`src/rtl/pairPkg.sv`:
```
package pairPkg;
  parameter int REG_BITS = 5;
  parameter int PAY_BITS = 16;

  typedef enum logic [1:0] {
    CLS_CPLX = 2'b00,
    CLS_INT  = 2'b01,
    CLS_FXCH = 2'b10,
    CLS_FP   = 2'b11
  } cls_e;

  typedef struct packed {
    logic                wr;
    logic [REG_BITS-1:0] dst;
    logic                rdA;
    logic [REG_BITS-1:0] srcA;
    logic                rdB;
    logic [REG_BITS-1:0] srcB;
  } regs_t;

  typedef struct packed {
    regs_t               regs;
    logic [PAY_BITS-1:0] pay;
  } body_t;

  typedef struct packed {
    cls_e  cls;
    body_t body;
  } instr_t;

  // control -> datapath strobes
  typedef struct packed {
    logic issuePri;
    logic issueSec;
    logic clear;
  } strobe_t;

  localparam int BODY_BITS = $bits(body_t);

  // classes the secondary pipe can execute
  function automatic logic slotBCapable(input cls_e c);
    return (c == CLS_INT) || (c == CLS_FXCH);
  endfunction
endpackage

```
`src/rtl/pairRules.sv`:
```
module pairRules
  import pairPkg::*;
(
  input  cls_e                olderCls,
  input  logic                olderWr,
  input  logic [REG_BITS-1:0] olderDst,
  input  cls_e                youngerCls,
  input  regs_t               youngerRegs,
  output logic                canPair
);
  logic classOk;
  logic readClash;
  logic writeClash;

  always_comb begin
    classOk    = slotBCapable(olderCls) && slotBCapable(youngerCls);
    readClash  = (youngerRegs.rdA && (youngerRegs.srcA == olderDst)) ||
                 (youngerRegs.rdB && (youngerRegs.srcB == olderDst));
    writeClash = youngerRegs.wr && (youngerRegs.dst == olderDst);
    canPair    = classOk && !(olderWr && (readClash || writeClash));
  end
endmodule

```
`src/rtl/pairControl.sv`:
```
module pairControl
  import pairPkg::*;
(
  input  logic                stall,
  input  logic                flush,
  input  logic                head0Vld,
  input  logic                head1Vld,
  input  cls_e                head0Cls,
  input  logic                head0Wr,
  input  logic [REG_BITS-1:0] head0Dst,
  input  cls_e                head1Cls,
  input  regs_t               head1Regs,
  output strobe_t             strb
);
  logic canPair;

  pairRules uRules (
    .olderCls   (head0Cls),
    .olderWr    (head0Wr),
    .olderDst   (head0Dst),
    .youngerCls (head1Cls),
    .youngerRegs(head1Regs),
    .canPair    (canPair)
  );

  always_comb begin
    strb.clear    = flush;
    strb.issuePri = !flush && !stall && head0Vld;
    strb.issueSec = strb.issuePri && head1Vld && canPair;
  end
endmodule

```
`src/rtl/pairDatapath.sv`:
```
module pairDatapath
  import pairPkg::*;
#(
  parameter int DEPTH = 8
) (
  input  logic                clk,
  input  logic                rstN,
  input  strobe_t             strb,
  input  logic                pushVld,
  input  instr_t              pushEntry,
  output logic                pushReady,
  output logic                head0Vld,
  output logic                head1Vld,
  output cls_e                head0Cls,
  output logic                head0Wr,
  output logic [REG_BITS-1:0] head0Dst,
  output cls_e                head1Cls,
  output regs_t               head1Regs,
  output logic                priVldQ,
  output instr_t              priQ,
  output logic                secVldQ,
  output instr_t              secQ
);
  localparam int PTR_W = (DEPTH > 1) ? $clog2(DEPTH) : 1;
  localparam int CNT_W = $clog2(DEPTH + 1);

  instr_t           mem [DEPTH];
  logic [PTR_W-1:0] rdPtr;
  logic [PTR_W-1:0] rdPtrNext1;
  logic [PTR_W-1:0] wrPtr;
  logic [CNT_W-1:0] count;
  logic [1:0]       popN;
  logic             pushFire;
  instr_t           head0;
  instr_t           head1;

  function automatic logic [PTR_W-1:0] ptrStep(input logic [PTR_W-1:0] p,
                                               input logic [1:0] n);
    int s;
    s = int'(p) + int'(n);
    if (s >= DEPTH) s = s - DEPTH;
    return PTR_W'(s);
  endfunction

  always_comb begin
    pushReady  = (count != CNT_W'(DEPTH));
    pushFire   = pushVld && pushReady && !strb.clear;
    popN       = strb.issueSec ? 2'd2 : (strb.issuePri ? 2'd1 : 2'd0);
    rdPtrNext1 = ptrStep(rdPtr, 2'd1);
    head0      = mem[rdPtr];
    head1      = mem[rdPtrNext1];
    head0Vld   = (count != '0);
    head1Vld   = (count > CNT_W'(1));
    head0Cls   = head0.cls;
    head0Wr    = head0.body.regs.wr;
    head0Dst   = head0.body.regs.dst;
    head1Cls   = head1.cls;
    head1Regs  = head1.body.regs;
  end

  // queue storage
  always_ff @(posedge clk) begin
    if (pushFire) mem[wrPtr] <= pushEntry;
  end

  // queue pointers and occupancy
  always_ff @(posedge clk) begin
    if (!rstN) begin
      rdPtr <= '0;
      wrPtr <= '0;
      count <= '0;
    end else if (strb.clear) begin
      rdPtr <= '0;
      wrPtr <= '0;
      count <= '0;
    end else begin
      rdPtr <= ptrStep(rdPtr, popN);
      if (pushFire) wrPtr <= ptrStep(wrPtr, 2'd1);
      count <= count + CNT_W'(pushFire) - CNT_W'(popN);
    end
  end

  // issue slot registers
  always_ff @(posedge clk) begin
    if (!rstN) begin
      priVldQ <= 1'b0;
      secVldQ <= 1'b0;
      priQ    <= '0;
      secQ    <= '0;
    end else begin
      priVldQ <= strb.issuePri;
      secVldQ <= strb.issueSec;
      if (strb.issuePri) priQ <= head0;
      if (strb.issueSec) secQ <= head1;
    end
  end
endmodule

```
`src/rtl/pairIssueUnit.sv`:
```
module pairIssueUnit
  import pairPkg::*;
#(
  parameter int DEPTH = 8
) (
  input  logic                 clk,
  input  logic                 rstN,
  input  logic                 flush,
  input  logic                 stall,
  input  logic                 pushVld,
  input  logic [1:0]           pushCls,
  input  logic                 pushWr,
  input  logic [REG_BITS-1:0]  pushDst,
  input  logic                 pushRdA,
  input  logic [REG_BITS-1:0]  pushSrcA,
  input  logic                 pushRdB,
  input  logic [REG_BITS-1:0]  pushSrcB,
  input  logic [PAY_BITS-1:0]  pushPay,
  output logic                 pushReady,
  output logic                 priVld,
  output logic [1:0]           priCls,
  output logic [BODY_BITS-1:0] priBody,
  output logic                 secVld,
  output logic [1:0]           secCls,
  output logic [BODY_BITS-1:0] secBody
);
  strobe_t             strb;
  instr_t              pushEntry;
  instr_t              priQ;
  instr_t              secQ;
  logic                head0Vld;
  logic                head1Vld;
  cls_e                head0Cls;
  logic                head0Wr;
  logic [REG_BITS-1:0] head0Dst;
  cls_e                head1Cls;
  regs_t               head1Regs;

  always_comb begin
    pushEntry.cls            = cls_e'(pushCls);
    pushEntry.body.regs.wr   = pushWr;
    pushEntry.body.regs.dst  = pushDst;
    pushEntry.body.regs.rdA  = pushRdA;
    pushEntry.body.regs.srcA = pushSrcA;
    pushEntry.body.regs.rdB  = pushRdB;
    pushEntry.body.regs.srcB = pushSrcB;
    pushEntry.body.pay       = pushPay;
    priCls  = priQ.cls;
    priBody = priQ.body;
    secCls  = secQ.cls;
    secBody = secQ.body;
  end

  pairControl uCtrl (
    .stall    (stall),
    .flush    (flush),
    .head0Vld (head0Vld),
    .head1Vld (head1Vld),
    .head0Cls (head0Cls),
    .head0Wr  (head0Wr),
    .head0Dst (head0Dst),
    .head1Cls (head1Cls),
    .head1Regs(head1Regs),
    .strb     (strb)
  );

  pairDatapath #(.DEPTH(DEPTH)) uDp (
    .clk      (clk),
    .rstN     (rstN),
    .strb     (strb),
    .pushVld  (pushVld),
    .pushEntry(pushEntry),
    .pushReady(pushReady),
    .head0Vld (head0Vld),
    .head1Vld (head1Vld),
    .head0Cls (head0Cls),
    .head0Wr  (head0Wr),
    .head0Dst (head0Dst),
    .head1Cls (head1Cls),
    .head1Regs(head1Regs),
    .priVldQ  (priVld),
    .priQ     (priQ),
    .secVldQ  (secVld),
    .secQ     (secQ)
  );
endmodule

```
`config.mk`:
```
export PLATFORM = sky130hd
export DESIGN_NAME = pairIssueUnit
export DESIGN_NICKNAME = d
export VERILOG_FILES = /design/src/rtl/pairPkg.sv /design/src/rtl/pairRules.sv /design/src/rtl/pairControl.sv /design/src/rtl/pairDatapath.sv /design/src/rtl/pairIssueUnit.sv
export SDC_FILE = /design/constraint.sdc
export NUM_CORES = 1
export LEC_CHECK = 0
export BUFFER_PORTS_ARGS = -buffer_cell sky130_fd_sc_hd__buf_2
export CAP_MARGIN = 20
export CORE_MARGIN = 5
export CORE_UTILIZATION = 25
export DETAILED_ROUTE_END_ITERATION = 10
export PLACE_DENSITY = 0.43
export SETUP_SLACK_MARGIN = 0.02
export SLEW_MARGIN = 20
export SYNTH_ARGS = -nofsm -noshare
export SYNTH_HDL_FRONTEND = slang
export SYNTH_SLANG_ARGS = --single-unit
```
`constraint.sdc`:
```
create_clock -name clk -period 7.6 [get_ports clk]
set_input_delay 0.76 -clock clk [delete_from_list [all_inputs] [get_ports clk]]
set_output_delay 0.76 -clock clk [all_outputs]
set_load 0.005 [all_outputs]
```
# Yosys cells after proc, flatten, opt, wreduce, memory -nomap -nowiden
# Memory sizes are Yosys's and may differ from the RTL's. A register that Yosys moved wholly into a read port is not among the register bits.
# Index checks and enable logic that the tools add are counted.
[totals] register_bits=84 n_memories=1 ramBits=288 output_inout_bits=75 wordCells=72 in_bits=41 romBits=0 latch_bits=0
[mem_list] name="uDp.mem" depth=8 width=36 rd=2 rd_ports_with_merged_regs=1 wr=1 line="pairDatapath.sv:27" text="instr_t mem [DEPTH];"
[op_classes] n_addsub=8 mux=8 magnitude_cmp=4 n_eq_ne=8 multipliers=0 bitwise=1 n_shift=0 n_div=0 reduce_logical=21
[op_table] cell="$eq 5x5->1" count=3
[op_table] cell="$ge 4x4->1 const B" count=3
[op_table] cell="$logic_and 1x1->1" count=12
[op_table] cell="$mux 3" count=4
[op_table] cell="$sub 3x1->3 const B" count=3
[op_table] cell="$add 3x1->4 const B" count=2
[op_table] cell="$add 3x2->4" count=1
[op_table] cell="$add 4x1->4" count=1
[op_table] cell="$eq 2x1->1 const B" count=2
[op_table] cell="$eq 2x2->1 const B" count=2
[op_table] cell="$gt 4x1->1 const B" count=1
[op_table] cell="$logic_or 1x1->1" count=4
[op_table] cell="$ne 4x4->1 const B" count=1
[op_table] cell="$reduce_bool 4->1" count=1
[op_table] cell="$sub 4x2->4" count=1
[op_table] cell="$logic_not 1->1" count=3
[op_table] cell="$mux 1" count=3
[op_table] cell="$mux 2" count=1
[op_table] cell="$reduce_or 2->1" count=1
[op_table] cell="$not 1->1" count=1

# Logic depth before layout (Yosys ltp)
# Gate-level depths: netlist (run 1).
# An unclocked memory read counts as a cell.
[logic_depth] ltp_word=17 ltp_mapped=19 mapped_depth_nobuf=16

# Cells and area by module
# From an unflattened synthesis (run 1), not the netlist that was laid out.
[unflattened] cells_unflattened=1199 hier_area_um2=17025.1
[by_module_without_submodules] mod="pairDatapath" seq_area_each_um2=10329.9 area_each_um2=16799.9 n_inst=1 cells_per_inst=1171
[by_module_without_submodules] mod="pairRules" seq_area_each_um2=0.0 area_each_um2=198.9 n_inst=1 cells_per_inst=25
[by_module_without_submodules] mod="pairControl" seq_area_each_um2=0.0 area_each_um2=26.3 n_inst=1 cells_per_inst=3

# Worst setup path before layout (run 1)
# Ideal clock, no wire load.
[synth_timing] path_type="input-to-reg" startpoint="input port pushVld" endpoint="memory uDp.mem[0][0] (netlist bit) (enable)" arrival_ns=3.691 setup_time_ns=0.474 path_stages=3 path_slack_ns=3.435 cell_sequence="nand2_1 or3_1 nor3_1"
[synth_between] elab_chain_cells=4
[synth_lines] item="start: declaration" line="pairIssueUnit.sv:10" text="input logic pushVld,"
[synth_lines] item="$logic_and 1x1->1 (2 in a row)" line="pairDatapath.sv:47" text="pushFire = pushVld && pushReady && !strb.clear;"
[synth_lines] item="$mux 1" line="pairDatapath.sv:63" text="if (pushFire) mem[wrPtr] <= pushEntry;"
[synth_lines] item="$mux 1 (not written as such)" line="pairDatapath.sv:63"
[synth_lines] item="end: declaration" line="pairDatapath.sv:27"
# Every way passes these cells.

# Worst setup path in the final report (run 1)
[layout_timing] startpoint="register uDp.rdPtr[0]" endpoint="register uDp.count[2]"
[layout_between] elab_chain_cells=14 elab_cells_between_ends=23 cone_classes="3 x add/sub; 1 x order compare; 5 x eq/ne; 2 x mux; 11 x reduce/logical; 1 x memory"
[layout_lines] item="start: declaration" line="pairDatapath.sv:28" text="logic [PTR_W-1:0] rdPtr;"
[layout_lines] item="start signal: assignment" line="pairDatapath.sv:77" text="rdPtr <= ptrStep(rdPtr, popN);"
[layout_lines] item="$add 3x1->4 *" line="pairDatapath.sv:40" text="s = int'(p) + int'(n);"
[layout_lines] item="$ge 4x4->1 / $sub 3x1->3 (equally long branches)" line="pairDatapath.sv:41" text="if (s >= DEPTH) s = s - DEPTH;"
[layout_lines] item="$mux 3 *" line="pairDatapath.sv:41"
[layout_lines] item="$mem_v2 8x36 *"
[layout_lines] item="$eq 5x5->1 (on tied branches)" line="pairRules.sv:17, pairRules.sv:18"
[layout_lines] item="$logic_and 1x1->1 (on tied branches)" line="pairRules.sv:17, pairRules.sv:18"
[layout_lines] item="$logic_or 1x1->1" line="pairRules.sv:17" text="readClash = (youngerRegs.rdA && (youngerRegs.srcA == olderDst)) ||"
[layout_lines] item="$logic_or 1x1->1" line="pairRules.sv:20" text="canPair = classOk && !(olderWr && (readClash || writeClash));"
[layout_lines] item="$logic_and 1x1->1" line="pairRules.sv:20"
[layout_lines] item="$logic_not 1->1" line="pairRules.sv:20"
[layout_lines] item="$logic_and 1x1->1 *" line="pairRules.sv:20"
[layout_lines] item="$logic_and 1x1->1 *" line="pairControl.sv:29" text="strb.issueSec = strb.issuePri && head1Vld && canPair;"
[layout_lines] item="$mux 2 *" line="pairDatapath.sv:48" text="popN = strb.issueSec ? 2'd2 : (strb.issuePri ? 2'd1 : 2'd0);"
[layout_lines] item="$sub 4x2->4 *" line="pairDatapath.sv:79" text="count <= count + CNT_W'(pushFire) - CNT_W'(popN);"
[layout_lines] item="end signal: assignment" line="pairDatapath.sv:79"
[layout_lines] item="end: declaration" line="pairDatapath.sv:31" text="logic [CNT_W-1:0] count;"
# Mark *: on every way between the ends. The rest lies on a longest branch, timed or not.
# A chain may end at the register's enable or synchronous reset.

==> flow_summary_export.csv, run 1 <==
group,metric,value,unit
status,status,"finished, final reports clean",
worst_hold_path,hp-class,"in -> reg",
die,die_w,274,µm
die,rows,96,
clock_tree,clk_latency,570,ps
clock_tree,htree_levels,2,
detailed_routing,drt_iter0_markers,746,
pwr,swShare,23.0,%
clock_tree,ctsResizeCount,0,
sta,slew_headroom,28.2,%
global_route,grt_pass1_wl,77.2,mm
cells_and_area,syn_to_final_growth,17.7,%
cells_and_area,final_area,20500,µm²
clock_tree,cts_root_buf,"clkbuf_16",
global_route,antenna_found_initial,7,
detailed_routing,dr.pass1.iters,5,
sta,fmax,0.189,GHz
yosys,async_flop_share,0,%
yosys,synth-seq-cells,372,
placed_design,portBuffers,115,
yosys,yosysWarnings,0,
die,pin_count,116,
pwr,sequentialPowerShare,49.2,%
global_route,grt_pass1_vias,10869,
setup_path,crit_path_end_kind,"flip-flop",
detailed_routing,wirelength,52.7,mm
clock_tree,cts_buffers,42,
detailed_routing,route.vias.total,10381,
yosys,syn_area,17400,µm²
sta,fin_skew,21.6,ps
placed_design,dp_hpwl,31.7,mm
die,core,68800,µm²
sta,min_period,5280,ps
die,die_y,274,µm
global_route,grt_max_degree,69,
sta,finalCritPeriodShare,69.5,%
pwr,power.switching,0.00105,W
sta,timing.setup.tns,0,ps
clock_tree,cts_tree,"yes",
yosys,syn_area_per_cell,16.3,µm²
sta,drv_slew,0,
run,maxCapViolations,0,
yosys,syn-num-nets,1117,
setup_path,cp.required,8040,ps
setup_path,critPathArrivalTime,5730,ps
yosys,syn_inst,1064,
placed_design,place_area,19100,µm²
detailed_routing,antenna_left,0,
clock_tree,postCtsSetupBuffers,0,
clock_tree,clockBufferDepth,3,
detailed_routing,routedWlPerCell,24.7,µm
pwr,powerDensity,224,nW/µm²
cells_and_area,drive_gt1_share,34.8,%
clock_tree,cts_hold_buf,0,
yosys,ys.flop_type,"edfxtp_1",
detailed_routing,vias_per_cell,4.86,
clock_tree,clock_sinks,372,
sta,tightestPinTransition,1080,ps
setup_path,cpMaxStageDelayCell,"ha_4",
pwr,comb_power_share,6.9,%
placed_design,gp_congestion,0.731,
sta,setup-violations-final,0,
die,die_area,75000,µm²
sta,rsz0062_at_grt,"false",
die,floorplan.initialDensity,25.3,%
global_route,grt_usage,14.0,%
pwr,power.leakage,6.39,nW
pwr,ir_drop,0.131,mV
sta,hold_viol,0,
setup_path,start_kind,"flip-flop",
clock_tree,clkTransAtPathRegs,60,ps
global_route,grt-ovfl-total,0,
detailed_routing,drc,0,
yosys,synth_edf_count,288,
setup_path,slowest_delay,790,ps
setup_path,critical_path_peak_fanout,46,
cells_and_area,nets,1221,
setup_path,path_cells,"ha_4, buf_12, mux4_2, xor2_1, mux4_2, nor2_1, nand2_1, o21a_1, a21o_4, nor2b_1, ha_1, inv_1, ha_1, inv_1, fa_1, xor2_1, nor2_1",
pwr,p_int,0.00353,W
setup_path,worstSetupPathType,"reg -> reg",
yosys,yosysSeqAreaShare,59.4,%
yosys,synth_cell_types,52,
pwr,power_frac_clock,43.9,%
==> worst max-delay path: cells and delay by family (launching register included) <==
family          cells  cell delay (ps)
xor+xnor            2              310
buf+inv             3              550
simple gates        4              490
mux                 2              930
fa+ha+maj           4             1630
compound gates      2              550
flops               1              640
==> cell type report <==
class | count | area, µm²
Multi-Input combinational cell | 592 | 6710
Antenna cell | 3 | 7.51
Clock inverter | 26 | 236
Inverter | 18 | 67.6
Sequential cell | 372 | 10300
Tap cell | 931 | 1160
Fill cell | 6811 | 48400
Clock buffer | 52 | 1130
Timing Repair Buffer | 142 | 811
==> metrics by stage <==
step,instances,setup slack (ps),util (%),total power [W],hold WS [ps]
final,2136,2320,29.7,0.00459,459
after global routing,2133,1930,29.7,0.00477,440
after CTS,2133,2210,29.7,0.00466,422
after detailed placement,2055,2220,27.7,0.00262,491
after global placement,2054,2290,27.7,0.00262,484
after floorplan,1064,3440,-,0.00249,451
==> power by group through the flow <==
stage          clock network (W)  logic (W)  registers (W)
3_5_place_dp                   0   0.000325        0.00230
5_1_grt                  0.00216   0.000352        0.00226
3_3_place_gp                   0   0.000320        0.00230
6_report                 0.00201   0.000319        0.00226
4_1_cts                  0.00208   0.000326        0.00226
2_1_floorplan                  0   0.000200        0.00229
==> kinds of logic (layout without fill, tap and decap cells) <==
logic type | count (synthesis) | after routing | share of synthesized area [%]
mux | 220 | 220 | 24.5
other cells | 0 | 3 | 0
compound gates | 122 | 122 | 5.42
simple gates | 208 | 208 | 5.48
xor+xnor | 30 | 30 | 1.62
buf+inv | 100 | 238 | 2.65
flops | 372 | 372 | 59.4
fa+ha+maj | 12 | 12 | 0.950
==> cells in the final DEF (no fill, tap or decap), types with 7 or more instances in the layout <==
cell type / Yosys / final
clkbuf_16: 0 / 43
clkinv_2: 0 / 7
nand2_1: 82 / 82
xor2_1: 21 / 21
xnor2_1: 8 / 8
buf_2: 23 / 115
mux2i_1: 34 / 33
nand3_1: 24 / 24
nor2_1: 59 / 53
ha_1: 10 / 9
mux4_2: 162 / 162
clkinv_1: 2 / 9
buf_4: 7 / 25
a22oi_1: 20 / 20
clkbuf_1: 39 / 7
a211oi_1: 19 / 19
a31oi_1: 28 / 28
inv_1: 14 / 14
edfxtp_1: 288 / 288
nand3b_1: 24 / 24
dfxtp_1: 84 / 81
mux2_2: 23 / 23
a311oi_1: 30 / 30
==> worst paths after layout <==
path	startpoint	endpoint	slack, ps	cells after the start
setup / recovery	uDp.rdPtr[0]	uDp.count[2]	2320	17
hold / removal	pushDst[2]	uDp.mem[0][30]	460	1
setup reg to reg	uDp.rdPtr[0]	uDp.count[2]	2320	17
hold reg to reg	uDp.secQ[21]	uDp.secQ[21]	490	2
==> routing by layer <==
layer | up-vias | GRT usage [%] | part of all wire [%]
met3 | 61 | 3.72 | 6.4
met5 | - | 0 | 0.047
met4 | 4 | 3.41 | 1.8
met2 | 272 | 22.8 | 48
met1 | 5497 | 18.6 | 44
li1 | 4547 | - | -
==> flip-flops by register name, indices dropped and copies added, names as in the netlist <==
register / cells
uDp.priQ: 36
uDp.wrPtr: 3
uDp.secVldQ: 1
uDp.rdPtr: 3
uDp.mem: 288
uDp.count: 4
uDp.priVldQ: 1
uDp.secQ: 36
==> cell usage after synthesis, drive strengths merged, types with 10 or more instances <==
library cell	count	area share (%)
nand2	82	1.8
a22oi	20	0.86
mux2i	35	2.0
a211oi	24	1.2
buf	43	1.4
xor2	22	1.2
mux4	162	21
clkbuf	39	0.84
edfxtp	288	50
nand3	24	0.69
dfxtp	84	9.7
nor2	59	1.3
a311oi	30	1.5
nand3b	24	1.0
mux2	23	1.5
inv	16	0.35
ha	10	0.72
a31oi	28	1.0
(Power assumes the default switching activity.)
==> inputs of run 2 (changes only) <==
Settings changed: ABC_AREA from default to 1, PLACE_DENSITY 0.43 to 0.44.
Clock period 7.6 ns to 4.67 ns, I/O delays scaled along.
==> run 2 against run 1 <==
Compared with the run above:
- via count rose by 37%
- count of clock-buffer cells in the layout rose by 8
- first-iteration DRC count rose by 56%
- die area rose by 2.1%
- routed wire length rose by 8.0%
- synthesized cell count rose by 90%
- core utilization fell by 0.14 points
- synthesized area rose by 2.2%
==> flow_summary_export.csv, run 2 <==
group,metric,value,unit
sta,hold_viol,0,
setup_path,path_cells,"inv_6, buf_4, a21oi_1, o21ai_1, o21ai_0, nand2_1, nand2_1, nand2_1, nand2_1, nor3_4, buf_4, nand2_2, ha_1, ha_1, nand2_1, nor2_1, a211oi_1, o21ai_0, a21oi_1",
clock_tree,htree_levels,2,
sta,setup-violations-final,0,
cells_and_area,final_common_cell,"nand2_1",
cells_and_area,syn_to_final_growth,17.0,%
clock_tree,postCtsSetupBuffers,0,
placed_design,dp_hpwl,35.2,mm
clock_tree,ctsResizeCount,0,
setup_path,critical_path_peak_fanout,122,
sta,min_period,4020,ps
yosys,async_flop_share,0,%
sta,finalCritPeriodShare,86.1,%
sta,timing.setup.tns,0,ps
sta,rsz0062_at_grt,"false",
clock_tree,clock_sinks,372,
detailed_routing,drt_iter0_markers,1164,
yosys,synth_cell_types,29,
cells_and_area,regMostFlops,"uDp.mem",
global_route,grt_pass1_vias,13747,
global_route,grt_pass1_wl,86.1,mm
clock_tree,clk_latency,560,ps
die,rows,97,
yosys,syn_inst,2020,
sta,slew_headroom,31.0,%
detailed_routing,route.vias.total,14251,
detailed_routing,drc,0,
setup_path,r2r_start,"uDp.rdPtr[0]",
detailed_routing,dr.pass1.iters,6,
global_route,grt_usage,14.4,%
cells_and_area,largest_reg_flops,288,
setup_path,cpMaxStageDelayCell,"inv_6",
global_route,grt-ovfl-total,0,
placed_design,portBuffers,115,
clock_tree,cts_hold_buf,0,
yosys,syn-num-nets,2073,
yosys,synth-seq-cells,372,
yosys,netlist.area_leader.share,48.6,%
global_route,antenna_found_initial,10,
sta,fin_skew,15.9,ps
setup_path,regToRegSetupSlack,650,ps
global_route,grt_max_degree,269,
setup_path,r2r_cells,19,
run,maxCapViolations,0,
cells_and_area,final_cell_mix,"nand2_1 (437), edfxtp_1 (288), o21ai_0 (267), a21oi_1 (202), inv_1 (202)",
clock_tree,clkTransAtPathRegs,60,ps
detailed_routing,wirelength,56.9,mm
yosys,syn_area,17800,µm²
die,die_w,277,µm
placed_design,gp_congestion,0.805,
setup_path,reg2reg_to,"uDp.count[3]",
yosys,syn_area_per_cell,8.80,µm²
detailed_routing,routedWlPerCell,18.6,µm
detailed_routing,antenna_left,0,
cells_and_area,top_regs,"uDp.mem x288, uDp.priQ x36, uDp.secQ x36",
setup_path,crit_path_start,"uDp.rdPtr[0]",
worst_hold_path,hp-class,"in -> reg",
setup_path,critPathArrivalTime,4510,ps
die,floorplan.initialDensity,25.3,%
yosys,synth_edf_count,288,
clock_tree,cts_root_buf,"clkbuf_16",
die,core,70300,µm²
setup_path,slowest_delay,570,ps
yosys,synth.most_common_cell,"nand2_1",
cells_and_area,nets,2135,
sta,tightestPinTransition,1030,ps
yosys,synth_commonest_cells,"nand2_1 (438), edfxtp_1 (288), o21ai_0 (267)",
placed_design,dp.cells,2977,
pwr,power.leakage,8.28,nW
setup_path,worstSetupPathType,"reg -> reg",
clock_tree,cts_tree,"yes",
pwr,ir_drop,0.228,mV
die,die_area,76500,µm²
setup_path,crit_path_end_kind,"flip-flop",
die,die_y,277,µm
clock_tree,clockBufferDepth,3,
clock_tree,cts_buffers,43,
sta,fmax,0.249,GHz
setup_path,cp.required,5160,ps
status,status,"finished, final reports clean",
detailed_routing,vias_per_cell,4.66,
sta,drv_slew,0,
setup_path,cpMostUsedCell,"nand2_1",
cells_and_area,instances_no_fill,3059,
yosys,yosysWarnings,0,
yosys,ys.flop_type,"edfxtp_1",
pwr,powerDensity,357,nW/µm²
setup_path,start_kind,"flip-flop",
cells_and_area,drive_gt1_share,11.3,%
yosys,synth_top_area_cell,"edfxtp_1",
setup_path,setup.worst_path.end,"uDp.count[3]",
yosys,yosys-top-cells-area,"edfxtp_1 (49%), dfxtp_1 (9.5%), nand2_1 (9.2%)",
yosys,yosysSeqAreaShare,58.1,%
die,pin_count,116,
==> run 2: cell count changes after synthesis, moves of 23 or more <==
cell      change
a21oi_1     +196
a311oi_1     -30
a31oi_1      -24
buf_2        +28
clkbuf_1     +36
inv_1       +189
mux2_2       -23
mux2i_1      -32
mux4_2      -162
nand2_1     +356
nand3_1     +156
nor2_1       +75
o211ai_1     +38
o21ai_0     +264
==> run 2: through the flow <==
stage                     hold WS [ps]  cell area [µm²]  setup WS (ps)  power, W  utilization [%]
after detailed placement           464            19400            700   0.00412             27.6
after global placement             460            19400            674   0.00412             27.6
final                              174            20800            649   0.00743             29.6
after CTS                          134            20800            691   0.00753             29.6
after floorplan                    471            17800           1340   0.00394                -
after global routing               158            20800            335   0.00772             29.6
==> run 2: logic make-up after synthesis <==
family	Yosys count	share of synthesized area [%]
and+or+nand+nor	759	17.5
AOI/OAI and AO/OA	527	15.5
buffers and inverters	344	7.64
muxes	2	0.113
adders and majority gates	12	0.929
xor gates and xnor gates	4	0.282
DFF	372	58.1
==> run 2: area by class of cell <==
cell class,count,area (µm²)
inverters,205,774
well taps,940,1180
clock buffers,60,1210
diodes,3,7.51
flip-flops and latches,372,10300
clock inverters,19,191
multi-input cells,1304,6180
fillers,7337,49500
repair buffers,156,921
==> run 2: power breakdown <==
part           total (W)  switching [W]  internal (W)  leakage (nW)
Sequential       0.00364      0.0000248       0.00361          3.28
Clock            0.00338        0.00135       0.00203         0.693
Combinational   0.000408       0.000288      0.000120          4.30
Total            0.00743        0.00166       0.00576          8.28
==> run 2: how the worst min path moves through the flow <==
| stage | slack (ps) | depth (start not counted) | from | endpoint |
|---|---|---|---|---|
| floorplan | 470 | 2 | uDp.wrPtr[0] | uDp.wrPtr[0] |
| global placement | 460 | 2 | uDp.secQ[18] | uDp.secQ[18] |
| detailed placement | 460 | 2 | uDp.secQ[14] | uDp.secQ[14] |
| CTS | 130 | 1 | pushPay[2] | uDp.mem[0][2] |
| global route | 160 | 1 | pushDst[0] | uDp.mem[3][28] |
| finish | 170 | 1 | pushPay[2] | uDp.mem[0][2] |
==> run 2: critical path, delay by kind of cell (launching register included) <==
kind / cells / cell delay [ps]
simple gates: 8 / 860
buf+inv: 3 / 1280
compound gates: 6 / 740
fa+ha+maj: 2 / 590
flops: 1 / 380
==> run 2: layer usage <==
metal  share of wire (%)  track usage [%]  up-vias
li1                    -                -     6974
met4                 2.8             4.70       12
met2                  46             23.2      393
met1                  46             19.3     6759
met3                 5.8             3.20      113
met5                0.13                0        -
==> inputs of run 3 (changes only) <==
Settings changed: CTS_BUF_LIST from default to sky130_fd_sc_hd__clkbuf_2 sky130_fd_sc_hd__clkbuf_4 sky130_fd_sc_hd__clkbuf_8.
==> run 3 against run 2 <==
Compared with the run above:
- combinational power hardly changed
- sequential power hardly changed
- global-route usage increased by 0.12 points
- final cell count increased by 1.4%
- critical endpoint unchanged
- count of clock-buffer cells in the layout rose by 41
- clock power shrank 4%
- flip-flop and latch count unchanged
- worst setup slack got worse by 47 ps
- highest routed layer unchanged
- non-clock buffer count is the same
- clock skew increased by 14 ps
- register-to-register slack lost 50 ps
==> flow_summary_export.csv, run 3 (synthesis gave the netlist of run 2 again) <==
group,metric,value,unit
sta,hold_viol,0,
cells_and_area,drive_gt1_share,13.6,%
die,die_area,76500,µm²
global_route,grt_use_met2,23.4,%
die,core,70300,µm²
clock_tree,ctsResizeCount,0,
die,die_w,277,µm
setup_path,cp.required,5240,ps
cells_and_area,regMostFlops,"uDp.mem",
global_route,grt_pass1_wl,86.3,mm
cells_and_area,fin_util,29.6,%
worst_hold_path,hp-class,"in -> reg",
sta,tightestPinTransition,1010,ps
global_route,top_usage_layer,"met2",
clock_tree,postCtsSetupBuffers,0,
status,status,"finished, final reports clean",
global_route,grt_usage,14.5,%
clock_tree,clock_sinks,372,
setup_path,crit_path_end_kind,"flip-flop",
placed_design,gp_congestion,0.805,
sta,fin_skew,30.3,ps
cells_and_area,largest_reg_flops,288,
setup_path,worstSetupPathType,"reg -> reg",
global_route,met1_usage,19.1,%
sta,layout_setup_ws,601,ps
placed_design,dp_hpwl,35.2,mm
die,floorplan.initialDensity,25.3,%
die,rows,97,
clock_tree,cts_tree,"yes",
clock_tree,clockBufferDepth,3,
detailed_routing,drt_iter0_markers,1118,
sta,setup-violations-final,0,
global_route,antenna_found_initial,11,
pwr,totalPowerFinal,0.00730,W
cells_and_area,final_cell_mix,"nand2_1 (437), edfxtp_1 (288), o21ai_0 (267), a21oi_1 (202), inv_1 (202)",
cells_and_area,syn_to_final_growth,17.0,%
sta,min_period,4070,ps
sta,drv_slew,0,
cells_and_area,num-fill-cells,7346,
setup_path,critPathArrivalTime,4640,ps
placed_design,post-place-ws,700,ps
clock_tree,cts_root_buf,"clkbuf_8",
sta,rsz0062_at_grt,"false",
pwr,ir_drop,0.142,mV
sta,slew_headroom,32.5,%
detailed_routing,antenna_left,0,
detailed_routing,routedWlPerCell,18.4,µm
die,die_y,277,µm
setup_path,start_kind,"flip-flop",
clock_tree,cts_buffers,66,
clock_tree,clk_latency,640,ps
clock_tree,clkTransAtPathRegs,70,ps
pwr,power.leakage,8.34,nW
global_route,grt_pass1_vias,14002,
detailed_routing,dr.pass1.iters,5,
sta,fmax,0.246,GHz
global_route,grt_max_degree,269,
global_route,grt-ovfl-total,0,
detailed_routing,vias_per_cell,4.63,
detailed_routing,wirelength,57.1,mm
pwr,powerDensity,351,nW/µm²
sta,timing.setup.tns,0,ps
detailed_routing,route.vias.total,14357,
clock_tree,htree_levels,3,
run,maxCapViolations,0,
clock_tree,cts_hold_buf,0,
detailed_routing,drc,0,
cells_and_area,nets,2158,
cells_and_area,top_regs,"uDp.mem x288, uDp.priQ x36, uDp.secQ x36",
die,pin_count,116,
global_route,use_met3,3.23,%
placed_design,portBuffers,115,
cells_and_area,final_common_cell,"nand2_1",
setup_path,critical_path_peak_fanout,122,
sta,finalCritPeriodShare,87.1,%
-- run 3: changes by cell type in the layout (fill, tap and decap cells not counted), sizes merged --
cell,before,now
clkbuf,60,101
clkinv,14,11
clkinvlp,1,2
diode,3,4
inv,205,208
-- run 3: final timing paths --
| kind | start | end | slack (ps) | cells after the start |
|---|---|---|---|---|
| hold / removal | pushPay[2] | uDp.mem[5][2] | 90 | 1 |
| setup / recovery | uDp.rdPtr[0] | uDp.count[3] | 600 | 17 |
| setup reg to reg | uDp.rdPtr[0] | uDp.count[3] | 600 | 17 |
| hold reg to reg | uDp.secQ[16] | uDp.secQ[16] | 470 | 2 |
-- run 3: layer usage --
metal | vias up | share of wire, %
met3 | 118 | 6.5
met5 | - | 0.13
met1 | 6780 | 45
met2 | 408 | 46
li1 | 7039 | -
met4 | 12 | 2.9
-- run 3: cell type report --
class	count	area, µm²	area share, %
Clock inverter	20	211	1.02
Clock buffer	101	1200	5.75
Timing Repair Buffer	156	921	4.43
Inverter	205	774	3.72
Multi-Input combinational cell	1304	6180	29.7
Sequential cell	372	10300	49.7
Tap cell	940	1180	5.65
Antenna cell	4	10.0	0.0481
-- run 3: through the flow --
| step | hold WS (ps) | area [µm²] | cells |
|---|---|---|---|
| final | 91.8 | 20800 | 3102 |
| after global routing | 63.4 | 20800 | 3101 |
| after CTS | 32.3 | 20800 | 3098 |
| after detailed placement | 464 | 19400 | 2977 |
| after global placement | 460 | 19400 | 2977 |
| after floorplan | 471 | 17800 | 2020 |
-- run 3: where the power goes --
part	leakage [nW]	switching [W]	total, W	internal [W]
combinational	4.30	0.000287	0.000407	0.000120
clock	0.750	0.00138	0.00325	0.00187
sequential	3.28	0.0000252	0.00364	0.00361
-- run 3: worst max-delay path: stages (launching register included) --
cell      delay (ps)
dfxtp_4          380
inv_6            570
buf_4            370
nor2_1            50
o21ai_0          280
nand2_1          100
nand2_1          200
nor2_1           100
nor3_4           240
buf_4            330
nand2_2          100
ha_1             310
ha_1             270
nand2_1           70
nor2_1            40
a211oi_1         230
o21ai_0          110
a21oi_1          120
